===== config.mk =====
export PLATFORM = sky130hd
export DESIGN_NAME = repl_way_sel
export DESIGN_NICKNAME = d
export VERILOG_FILES = /design/src/rtl/repl_pkg.sv /design/src/rtl/repl_first_free.sv /design/src/rtl/repl_rand_ctr.sv /design/src/rtl/repl_fifo_ptrs.sv /design/src/rtl/repl_lru_order.sv /design/src/rtl/repl_way_sel.sv
export SDC_FILE = /design/constraint.sdc
export NUM_CORES = 1
export LEC_CHECK = 0
export CAP_MARGIN = 25
export CORE_UTILIZATION = 47
export DETAILED_ROUTE_END_ITERATION = 12
export HOLD_SLACK_MARGIN = 0.03
export PLACE_DENSITY = 0.74
export RECOVER_POWER = 25
export SLEW_MARGIN = 15
export SYNTH_ARGS = -nofsm -noshare
export SYNTH_HDL_FRONTEND = slang
export SYNTH_SLANG_ARGS = --single-unit
export TNS_END_PERCENT = 10

===== constraint.sdc =====
create_clock -name clk -period 5.3 [get_ports clk]
set_input_delay 0.795 -clock clk [delete_from_list [all_inputs] [get_ports clk]]
set_output_delay 0.795 -clock clk [all_outputs]
set_load 0.02 [all_outputs]

===== src/rtl/repl_pkg.sv =====
package repl_pkg;

  typedef enum logic [1:0] {
    POL_RANDOM = 2'd0,
    POL_FIFO   = 2'd1,
    POL_LRU    = 2'd2
  } repl_policy_e;

  // index width that never collapses to zero bits
  function automatic int idx_w(int n);
    return (n > 1) ? $clog2(n) : 1;
  endfunction

endpackage


===== src/rtl/repl_first_free.sv =====
module repl_first_free #(
  parameter int WAYS  = 4,
  parameter int WAY_W = 2
) (
  input  logic [WAYS-1:0]  valid,
  output logic             any_free,
  output logic [WAY_W-1:0] free_way
);
  // scan from the top down so the lowest empty way wins
  always_comb begin
    any_free = 1'b0;
    free_way = '0;
    for (int w = WAYS - 1; w >= 0; w--) begin
      if (!valid[w]) begin
        any_free = 1'b1;
        free_way = WAY_W'(w);
      end
    end
  end
endmodule


===== src/rtl/repl_rand_ctr.sv =====
module repl_rand_ctr #(
  parameter int WAYS  = 4,
  parameter int WAY_W = 2
) (
  input  logic             clk,
  input  logic             rst,
  output logic [WAY_W-1:0] cnt
);
  localparam logic [WAY_W-1:0] LAST = WAY_W'(WAYS - 1);

  always_ff @(posedge clk) begin
    if (rst)              cnt <= '0;
    else if (cnt == LAST) cnt <= '0;
    else                  cnt <= cnt + 1'b1;
  end
endmodule


===== src/rtl/repl_fifo_ptrs.sv =====
module repl_fifo_ptrs #(
  parameter int WAYS  = 4,
  parameter int SETS  = 16,
  parameter int WAY_W = 2,
  parameter int SET_W = 4
) (
  input  logic             clk,
  input  logic             rst,
  input  logic [SET_W-1:0] set_idx,
  input  logic             adv,
  output logic [WAY_W-1:0] oldest
);
  localparam logic [WAY_W-1:0] LAST = WAY_W'(WAYS - 1);

  logic [WAY_W-1:0] ptr_q [SETS];

  assign oldest = ptr_q[set_idx];

  always_ff @(posedge clk) begin
    if (rst) begin
      for (int s = 0; s < SETS; s++) ptr_q[s] <= '0;
    end else if (adv) begin
      ptr_q[set_idx] <= (oldest == LAST) ? '0 : oldest + 1'b1;
    end
  end
endmodule


===== src/rtl/repl_lru_order.sv =====
module repl_lru_order #(
  parameter int WAYS  = 4,
  parameter int SETS  = 16,
  parameter int WAY_W = 2,
  parameter int SET_W = 4
) (
  input  logic             clk,
  input  logic             rst,
  input  logic [SET_W-1:0] set_idx,
  input  logic             touch,
  input  logic [WAY_W-1:0] touch_way,
  output logic [WAY_W-1:0] lru_way
);
  generate
    if (WAYS == 2) begin : g_bit
      // one bit per set naming the less recently used way
      logic old_q [SETS];

      assign lru_way = WAY_W'(old_q[set_idx]);

      always_ff @(posedge clk) begin
        if (rst) begin
          for (int s = 0; s < SETS; s++) old_q[s] <= 1'b0;
        end else if (touch) begin
          old_q[set_idx] <= ~touch_way[0];
        end
      end
    end else begin : g_age
      // rank per way: 0 is the oldest, WAYS-1 the youngest
      localparam logic [WAY_W-1:0] YOUNG = WAY_W'(WAYS - 1);

      logic [WAYS-1:0][WAY_W-1:0] age_q [SETS];
      logic [WAYS-1:0][WAY_W-1:0] cur, nxt;
      logic [WAY_W-1:0]           t_age;

      assign cur   = age_q[set_idx];
      assign t_age = cur[touch_way];

      always_comb begin
        lru_way = '0;
        for (int w = 0; w < WAYS; w++) begin
          if (cur[w] == '0) lru_way = WAY_W'(w);
          if (WAY_W'(w) == touch_way) nxt[w] = YOUNG;
          else if (cur[w] > t_age)    nxt[w] = cur[w] - 1'b1;
          else                        nxt[w] = cur[w];
        end
      end

      always_ff @(posedge clk) begin
        if (rst) begin
          for (int s = 0; s < SETS; s++)
            for (int w = 0; w < WAYS; w++) age_q[s][w] <= WAY_W'(w);
        end else if (touch) begin
          age_q[set_idx] <= nxt;
        end
      end
    end
  endgenerate
endmodule


===== src/rtl/repl_way_sel.sv =====
module repl_way_sel
  import repl_pkg::*;
#(
  parameter int           WAYS   = 4,
  parameter int           SETS   = 16,
  parameter repl_policy_e POLICY = POL_LRU,
  localparam int          WAY_W  = idx_w(WAYS),
  localparam int          SET_W  = idx_w(SETS)
) (
  input  logic             clk,
  input  logic             rst,
  input  logic [SET_W-1:0] set_idx,
  input  logic             hit,
  input  logic [WAY_W-1:0] hit_way,
  input  logic             miss,
  input  logic [WAYS-1:0]  set_valid,
  output logic [WAY_W-1:0] victim
);
  logic [WAY_W-1:0] victim_d;

  generate
    if (WAYS == 1) begin : g_direct
      assign victim_d = '0;
    end else begin : g_assoc
      logic             any_free;
      logic [WAY_W-1:0] free_way;
      logic [WAY_W-1:0] pol_way;

      repl_first_free #(.WAYS(WAYS), .WAY_W(WAY_W)) u_free (
        .valid(set_valid), .any_free(any_free), .free_way(free_way)
      );

      if (POLICY == POL_RANDOM) begin : g_rand
        repl_rand_ctr #(.WAYS(WAYS), .WAY_W(WAY_W)) u_ctr (
          .clk(clk), .rst(rst), .cnt(pol_way)
        );
      end else if (POLICY == POL_FIFO) begin : g_fifo
        repl_fifo_ptrs #(.WAYS(WAYS), .SETS(SETS), .WAY_W(WAY_W),
                         .SET_W(SET_W)) u_ptrs (
          .clk(clk), .rst(rst), .set_idx(set_idx), .adv(miss),
          .oldest(pol_way)
        );
      end else begin : g_lru
        logic             touch;
        logic [WAY_W-1:0] touch_way;
        // a miss fill is a use; a simultaneous hit is dropped
        assign touch     = miss | hit;
        assign touch_way = miss ? victim_d : hit_way;

        repl_lru_order #(.WAYS(WAYS), .SETS(SETS), .WAY_W(WAY_W),
                         .SET_W(SET_W)) u_order (
          .clk(clk), .rst(rst), .set_idx(set_idx), .touch(touch),
          .touch_way(touch_way), .lru_way(pol_way)
        );
      end

      assign victim_d = any_free ? free_way : pol_way;
    end
  endgenerate

  always_ff @(posedge clk) begin
    if (rst)       victim <= '0;
    else if (miss) victim <= victim_d;
  end
endmodule


* Yosys cells after proc, flatten, opt, wreduce, memory -nomap -nowiden
Memory sizes are Yosys's and may differ from the RTL's.
Index checks and enable logic that the tools add are counted.
W data, S select, Z words.
** Word-level totals
- Bits in writable memories :: 128
- Register bits after elaboration :: 2
- Word-level logic and storage cells :: 51
- Memories :: 1
- Input bits :: 14
** Cells by class
- Bitwise operators :: 1
- Eq/ne operators :: 3
- Reductions and logical operators :: 5
- $lt $le $gt $ge :: 5
- Muxes and demuxes :: 31
- Add/subtract/negate cells :: 4
** Memories
- g_assoc.g_lru.u_order.g_age.age_q :: words 16, width 8, rd ports 1, clocked after Yosys merged registers in 0, write ports 16, RTL line repl_lru_order.sv:32 : logic [WAYS-1:0][WAY_W-1:0] age_q [SETS];
** Operators with widths (count)
- $mux W2 :: 17
- $mux W1 :: 11
- $gt A2 B2 Y1 :: 4
- $logic_not A2 Y1 :: 4
- $mux W8 :: 1
- $reduce_or A8 Y1 :: 1
- $sub A2 B1 Y2 const B :: 4
- $bmux W2 S2 :: 1
- $eq A2 B2 Y1 const A :: 2
- $mux W4 :: 1
- $lt A2 B3 Y1 const B :: 1
- $eq A1 B2 Y1 const A :: 1
- $or A1 B1 Y1 :: 1

* Depth between registers and ports, before layout
Gate-level depths: netlist of run 1.
An unclocked memory read counts as a cell.
- Depth after elaboration :: 13
- Gate-level depth with buffers :: 22
- Gate-level depth less buffers :: 18

* Modules after synthesis
Synthesis of run 1 repeated with hierarchy kept, for this count alone.
** Unflattened totals
- Cell total of the unflattened synthesis :: 489
- Area total of the unflattened synthesis :: 6511.2 sq um
** By module, submodules not included
- repl_lru_order :: cells an instance 470, area each 6371.1 sq um, seq. area each 3843.7 sq um, instances 1
- repl_way_sel :: cells an instance 14, area each 111.4 sq um, seq. area each 40.0 sq um, instances 1
- repl_first_free :: cells an instance 5, area each 28.8 sq um, seq. area each 0.0 sq um, instances 1

* Worst setup path after synthesis of run 1
No wires, ideal clock.
- Path kind :: input to register
- From :: input set_idx[0]
- To :: memory g_assoc.g_lru.u_order.g_age.age_q[2][2] in the netlist's numbering (data pin)
- Path slack :: 0.045 ns
- Setup time :: 0.274 ns
- Buffers on the path :: 5
- Arrival :: 4.980 ns
- Stages :: 18
- Cell sequence :: buf_4 -> buf_6 -> buf_6 -> mux4_2 -> mux4_2 -> inv_1 -> ha_1 -> nand4bb_1 -> a41o_1 -> clkbuf_1 -> a211oi_1 -> a31oi_1 -> ha_1 -> nor2_1 -> nand4_4 -> a2111oi_4 -> buf_6 -> o21ai_2
** RTL lines
- start: declaration :: RTL line repl_way_sel.sv:12 : input logic [SET_W-1:0] set_idx,
- end: declaration :: RTL line repl_lru_order.sv:32

==> results of run 1 <==
==> placed cells by master, fill, tap and decap left out, types with 3 or more instances in the layout <==
cell,instances
edfxtp_1,128
nand2_1,57
nor2_1,45
buf_4,43
nand3_1,38
a21oi_1,37
mux4_2,33
nor3_1,24
nand2b_1,19
o21ai_0,17
clkbuf_16,17
buf_12,13
mux2i_1,10
o21ai_1,10
o21ai_2,10
clkdlybuf4s50_1,10
nor2b_1,8
ha_1,7
clkinv_2,7
inv_1,6
mux2_2,6
a31oi_1,3
or2_2,3
a21o_1,3
nand4_1,3
clkinvlp_4,3
clkbuf_1,3
dlygate4sd3_1,3
==> synth_stat cells (2+ instances only) <==
cell type,count,area [sq um]
a21o_1,3,22.52
a21oi_1,37,185.2
a22oi_1,2,15.01
a31oi_1,3,18.77
a31oi_4,2,42.54
and2_1,3,18.77
and3_1,2,12.51
buf_1,3,11.26
buf_2,12,60.06
buf_4,7,52.55
buf_6,7,78.83
clkbuf_1,10,37.54
dfxtp_1,2,40.04
edfxtp_1,128,3844
ha_1,7,87.58
inv_1,6,22.52
mux2_2,6,67.56
mux2i_1,10,100.1
mux4_2,33,743.2
nand2_1,57,214.0
nand2b_1,19,118.9
nand3_1,38,190.2
nand4_1,3,18.77
nor2_1,45,168.9
nor2b_1,8,50.05
nor3_1,24,120.1
o21a_1,2,15.01
o21ai_0,18,90.09
o21ai_1,9,45.04
o21ai_2,10,87.58
o311a_1,2,20.02
or2_2,3,18.77
or3_1,2,12.51
==> per-stage QoR <==
| step | instances | hold slack [ps] |
|---|---|---|
| 2_1_floorplan | 547 | 540.1 |
| 3_3_place_gp | 763 | 455.6 |
| 6_report | 795 | 465.5 |
| 3_5_place_dp | 763 | 466.3 |
| 4_1_cts | 795 | 475.2 |
| 5_1_grt | 795 | 505.2 |
==> power breakdown <==
group	internal [mW]	switching [mW]	total, mW
sequential	1.16	0.00823	1.17
combinational	0.191	0.298	0.489
clock	0.632	0.428	1.06
total	1.98	0.734	2.72
==> worst paths after layout <==
check,start,end,slack (ps),cells past startpoint
worst min register to register,victim[1]$_SDFFE_PP0P_,victim[1]$_SDFFE_PP0P_,470,2
worst max register to register,g_assoc.g_lru.u_order.g_age.age_q[15][5]$_SDFFCE_PN1P_,g_assoc.g_lru.u_order.g_age.age_q[0][2]$_SDFFCE_PN1P_,990,18
worst min-delay path,victim[1]$_SDFFE_PP0P_,victim[1]$_SDFFE_PP0P_,470,2
worst max-delay path,set_idx[3],g_assoc.g_lru.u_order.g_age.age_q[0][2]$_SDFFCE_PN1P_,430,20
==> layout make-up <==
cell class	count	area (sq um)	share of cell area (%)
Sequential cell	130	3884	47.49
Timing Repair Buffer	72	729.5	8.920
Tap cell	184	230.2	2.815
Clock buffer	19	432.9	5.294
Clock inverter	13	95.09	1.163
Inverter	7	26.28	0.3213
Multi-Input combinational cell	370	2780	34.00
==> state kept, by name, summed over array words and instances, names as in the netlist <==
signal                             cells
g_assoc.g_lru.u_order.g_age.age_q    128
victim                                 2
==> worst reg2reg max path, cell delays in order, from the launching register on <==
cell and delay (ps):
edfxtp_1 390, mux4_2 480, mux2i_1 280, buf_4 190, nand2_1 60, o21ai_1 110
ha_1 200, nand4bb_1 180, a41o_1 280, nor2_1 70, a211oi_1 170, a31oi_1 80
ha_1 290, nor2_1 280, buf_4 190, a31oi_4 40, a2111oi_4 420, buf_12 210
o21ai_0 100
==> metal layers <==
metal | global-route usage (%) | vias up
li1 | - | 2205
met1 | 34.07 | 2478
met2 | 42.56 | 275
met3 | 6.504 | 53
met4 | 13.63 | 0
met5 | 0 | -
==> cell families (layout without fill, tap and decap cells) <==
kind of cell | count (synthesis) | count (layout) | share of synthesized area [%]
AOI/OAI and AO/OA | 102 | 102 | 10.37
adders and majority gates | 7 | 7 | 1.263
buffers and inverters | 47 | 111 | 3.915
DFF | 130 | 130 | 56.00
muxes | 50 | 50 | 13.51
and+or+nand+nor | 211 | 211 | 14.94
==> impl_metrics.py, run 1 <==
metrics = {
    "critical_path": {
        "worstPathRequired_ps": 5430,
        "crit_path_frequent_cell": "buf_4",
        "cp_data_arrival_time_ps": 4990,
        "endpoint_kind": "register",
        "cp.buffers_inverters": 6,
        "slowest_delay_ps": 540,
        "path_max_fanout": 25,
        "critPathTopFamily": "buffers and inverters",
        "critical_path_class": "in -> reg",
        "critPathLaunchType": "primary input",
        "critPathSlowestCell": "clkdlybuf4s50_1",
        "crit_path_cell_trace": "clkdlybuf4s50_1 > buf_12 > buf_4 > mux2_2 > o21ai_1 > buf_4 > ha_1 > nor2b_1 > o21ai_0 > a21oi_1 > nor2_1 > a211oi_1 > a31oi_1 > ha_1 > nor2_1 > buf_4 > a31oi_4 > a2111oi_4 > buf_12 > o21ai_0",
    },
    "global_routing": {
        "track_usage_pct": 26.77,
        "antenna_found_initial": 0,
        "grt-ovfl-total": 0,
        "grt_pass1_vias": 5168,
        "grt_pass1_wl_mm": 28.90,
        "grt_max_degree": 26,
    },
    "logic_synthesis": {
        "syn_area_sq_mm": 0.006935,
        "avgSynthCellArea_sq_um": 12.68,
        "synth_fp_nets": 568,
        "ys_warn_count": 0,
        "yosysSeqAreaShare_pct": 56.00,
        "ys_types": 57,
        "synth_ff_type": "edfxtp_1",
        "synth_edf_count": 128,
        "synthCells": 547,
        "synth_seq_cells": 130,
        "synthArstFlopShare_pct": 0,
    },
    "timing": {
        "rsz0062_at_grt": "no",
        "max_slew_margin_pct": 35.74,
        "skew_ps": 8.717,
        "fin_tns_setup_ps": 0,
        "tightest_slew_ps": 956.5,
        "worst_slack_ps": 430.9,
        "final-max-slew-violation-count": 0,
        "hold_viol": 0,
        "setup_viol": 0,
        "max_freq_mhz": 205.4,
        "finalCritPeriodShare_pct": 91.87,
        "fin_crit_ps": 4869,
    },
    "detailed_routing": {
        "drt_iter0_drc": 533,
        "wl_per_cell_microns": 23.45,
        "dr_wl_met2_mm": 9.065,
        "wl_met3_mm": 1.605,
        "top_layer_used": "met4",
        "ant_nets": 0,
        "num_vias": 5011,
        "wirelength_mm": 18.65,
        "viasPerCell": 6.303,
        "dr.pass1.iters": 5,
        "post-route-drc-count": 0,
        "wl_met1_mm": 7.263,
    },
    "layout": {
        "final_nets": 619,
        "fin_util_pct": 56.48,
        "final.fill_count": 1160,
        "drive_above_1_share_pct": 24.55,
        "antenna-diode-count": 0,
        "area_growth_pct": 17.91,
        "fin_area_sq_mm": 0.008178,
    },
    "clocking": {
        "clock_latency_ps": 430,
        "cts.clk_slew.worst_paths_ps": 60,
        "cts.sinks": 130,
        "clock_path_buffers": 2,
        "cts_resized": 0,
        "cts_tree": "done",
        "post_cts_buffers": 0,
        "holdBufCountCts": 0,
        "cts_buffers": 17,
        "htree_levels": 4,
        "clockRootBuffer": "clkbuf_16",
    },
    "die": {
        "num_io_pins": 16,
        "fp.coreArea_sq_mm": 0.01448,
        "start_util_pct": 47.90,
        "fp.dieW_microns": 123.5,
        "std_cell_rows": 44,
        "fp.dieH_microns": 123.5,
        "dieArea_sq_mm": 0.01525,
    },
    "pwr": {
        "peakVddDrop_v": 0.0002717,
        "total_power_mw": 2.716,
        "powerDensity_mw_per_mm2": 332.1,
        "leakage_nw": 2.630,
    },
    "hold_path": {
        "hp-class": "reg -> reg",
    },
    "placement": {
        "pre_cts_slack_ps": -52.17,
        "hpwlAfterDp_mm": 13.02,
        "gp_congestion": 0.9498,
        "portBuffers": 15,
        "placed_area_sq_mm": 0.007651,
    },
    "run": {
        "maxCapViolCount": 0,
    },
    "run_status": {
        "status": "complete, no violations",
    },
}
No activity file was read; power rests on OpenSTA's default activity.
==> run 2: changes to the inputs <==
--- a/config.mk
+++ b/config.mk
@@ -11,6 +11,7 @@
 export HOLD_SLACK_MARGIN = 0.03
 export PLACE_DENSITY = 0.74
 export RECOVER_POWER = 25
+export REMOVE_ABC_BUFFERS = 1
 export SLEW_MARGIN = 15
 export SYNTH_ARGS = -nofsm -noshare
 export SYNTH_HDL_FRONTEND = slang
==> impl_metrics.py, run 2 (same netlist as run 1, synthesis figures left out) <==
metrics = {
    "detailed_routing": {
        "dr.pass1.iters": 7,
        "wl_per_cell_microns": 23.02,
        "drt_iter0_drc": 785,
        "viasPerCell": 6.247,
        "post-route-drc-count": 0,
        "num_vias": 4898,
        "ant_nets": 0,
        "wirelength_mm": 18.05,
    },
    "layout": {
        "antenna-diode-count": 0,
        "drive_above_1_share_pct": 23.50,
        "largest-register": "g_assoc.g_lru.u_order.g_age.age_q",
        "fin_util_pct": 55.96,
        "largest_register_ffs": 128,
        "layout_commonest_cell": "edfxtp_1",
        "most-common-layout-cells": "edfxtp_1, nand2_1, nor2_1",
        "area_growth_pct": 16.83,
        "largest_registers": "g_assoc.g_lru.u_order.g_age.age_q (128), victim (2)",
        "final_nets": 608,
    },
    "critical_path": {
        "worstPathRequired_ps": 5430,
        "crit_path_cell_trace": "clkdlybuf4s50_1 > buf_12 > mux4_2 > mux2i_1 > nand2_1 > o21ai_1 > ha_1 > nor2b_1 > o21ai_0 > a21oi_1 > nor2_1 > a211oi_1 > a31oi_1 > ha_1 > nor2_1 > buf_4 > a31oi_4 > a2111oi_4 > buf_12 > o21ai_0",
        "reg2reg_to": "g_assoc.g_lru.u_order.g_age.age_q[11][2]$_SDFFCE_PN1P_",
        "critPathSlowestCell": "clkdlybuf4s50_1",
        "critical_path_class": "in -> reg",
        "critPathLaunchType": "primary input",
        "critPathTopFamily": "compound AO/OA/AOI/OAI gates",
        "r2r-start": "g_assoc.g_lru.u_order.g_age.age_q[10][2]$_SDFFCE_PN1P_",
        "r2r_setup_slack_ps": 860,
        "endpoint_kind": "register",
        "cp.buffers_inverters": 4,
        "slowest_delay_ps": 510,
        "rr_worst_depth": 17,
        "cp_data_arrival_time_ps": 5100,
        "path_max_fanout": 29,
    },
    "global_routing": {
        "grt-ovfl-total": 0,
        "track_usage_pct": 25.87,
        "antenna_found_initial": 0,
        "grt_pass1_vias": 4882,
        "grt_pass1_wl_mm": 28.30,
        "grt_max_degree": 30,
    },
    "die": {
        "fp.dieW_microns": 123.5,
        "fp.dieH_microns": 123.5,
        "dieArea_sq_mm": 0.01525,
        "std_cell_rows": 44,
        "num_io_pins": 16,
        "fp.coreArea_sq_mm": 0.01448,
        "start_util_pct": 47.90,
    },
    "timing": {
        "skew_ps": 8.425,
        "setup_viol": 0,
        "tightest_slew_ps": 954.0,
        "max_freq_mhz": 201.3,
        "max_slew_margin_pct": 35.91,
        "rsz0062_at_grt": "no",
        "fin_crit_ps": 4967,
        "final-max-slew-violation-count": 0,
        "finalCritPeriodShare_pct": 93.72,
        "hold_viol": 0,
    },
    "hold_path": {
        "hp-class": "reg -> reg",
        "min_to": "victim[1]$_SDFFE_PP0P_",
        "hp-start": "victim[1]$_SDFFE_PP0P_",
        "hold_depth": 2,
    },
    "placement": {
        "gp_congestion": 0.9406,
        "hpwlAfterDp_mm": 12.39,
        "portBuffers": 15,
    },
    "pwr": {
        "peakVddDrop_v": 0.0002585,
        "leakage_nw": 2.577,
        "total_power_mw": 2.816,
        "powerDensity_mw_per_mm2": 347.5,
    },
    "clocking": {
        "cts.sinks": 130,
        "holdBufCountCts": 0,
        "cts_resized": 0,
        "clockRootBuffer": "clkbuf_16",
        "cts.clk_slew.worst_paths_ps": 60,
        "htree_levels": 4,
        "cts_tree": "done",
        "clock_path_buffers": 2,
        "clock_latency_ps": 410,
        "cts_buffers": 17,
        "post_cts_buffers": 0,
    },
    "run": {
        "maxCapViolCount": 0,
    },
    "run_status": {
        "status": "complete, no violations",
    },
}
-- run 2: cell type report --
class	instances	area [sq um]
flip-flops and latches	130	3884
well taps	184	230.2
fillers	1142	6376
clock inverters	13	160.2
repair buffers	61	588.1
multi-input cells	370	2781
clock buffers	19	432.9
inverters	7	26.28
-- run 2: how the worst max path moves through the flow --
| stage | from | end | slack [ps] | cells after the start |
|---|---|---|---|---|
| 2_1_floorplan | set_idx[0] | g_assoc.g_lru.u_order.g_age.age_q[0][2]$_SDFFCE_PN1P_ | -50 | 15 |
| 4_1_cts | set_idx[0] | g_assoc.g_lru.u_order.g_age.age_q[11][2]$_SDFFCE_PN1P_ | 300 | 19 |
| 6_report | set_idx[3] | g_assoc.g_lru.u_order.g_age.age_q[11][2]$_SDFFCE_PN1P_ | 330 | 20 |
| 3_3_place_gp | set_idx[0] | g_assoc.g_lru.u_order.g_age.age_q[14][2]$_SDFFCE_PN1P_ | -90 | 19 |
| 5_1_grt | set_idx[1] | g_assoc.g_lru.u_order.g_age.age_q[0][6]$_SDFFCE_PN1P_ | 20 | 20 |
| 3_5_place_dp | set_idx[0] | g_assoc.g_lru.u_order.g_age.age_q[11][2]$_SDFFCE_PN1P_ | -120 | 17 |
-- run 2: through the flow --
step,TNS (ps),setup WS [ps],cell area [sq um],hold slack [ps],std cells
after floorplan,-311.3,-51.89,6690,534.0,507
after global placement,-936.1,-87.01,7506,456.3,752
after detailed placement,-1889,-119.0,7506,462.4,752
after CTS,0,301.8,8099,469.9,784
after global routing,0,24.16,8103,482.2,784
final,0,332.7,8103,467.7,784
-- run 2: power by group --
group	total [mW]	leakage, nW	internal [mW]	switching, mW
clock	1.18	0.277	0.739	0.441
sequential	1.17	1.13	1.16	0.00788
combinational	0.469	1.17	0.172	0.297
-- run 2: per-layer routing --
metal | up-vias | routed length (microns) | GRT usage (%) | share of wire (%)
met5 | - | 0 | 0 | 0
met4 | 0 | 580 | 10.77 | 3.2
met3 | 34 | 1859 | 6.688 | 10
met2 | 296 | 8659 | 41.06 | 48
met1 | 2389 | 6952 | 33.74 | 39
li1 | 2179 | - | - | -
-- run 2: tightest hold or removal path: stages (launching register included) --
cell	delay (ps)
dfxtp_1	300
nand2_1	60
a21oi_1	60
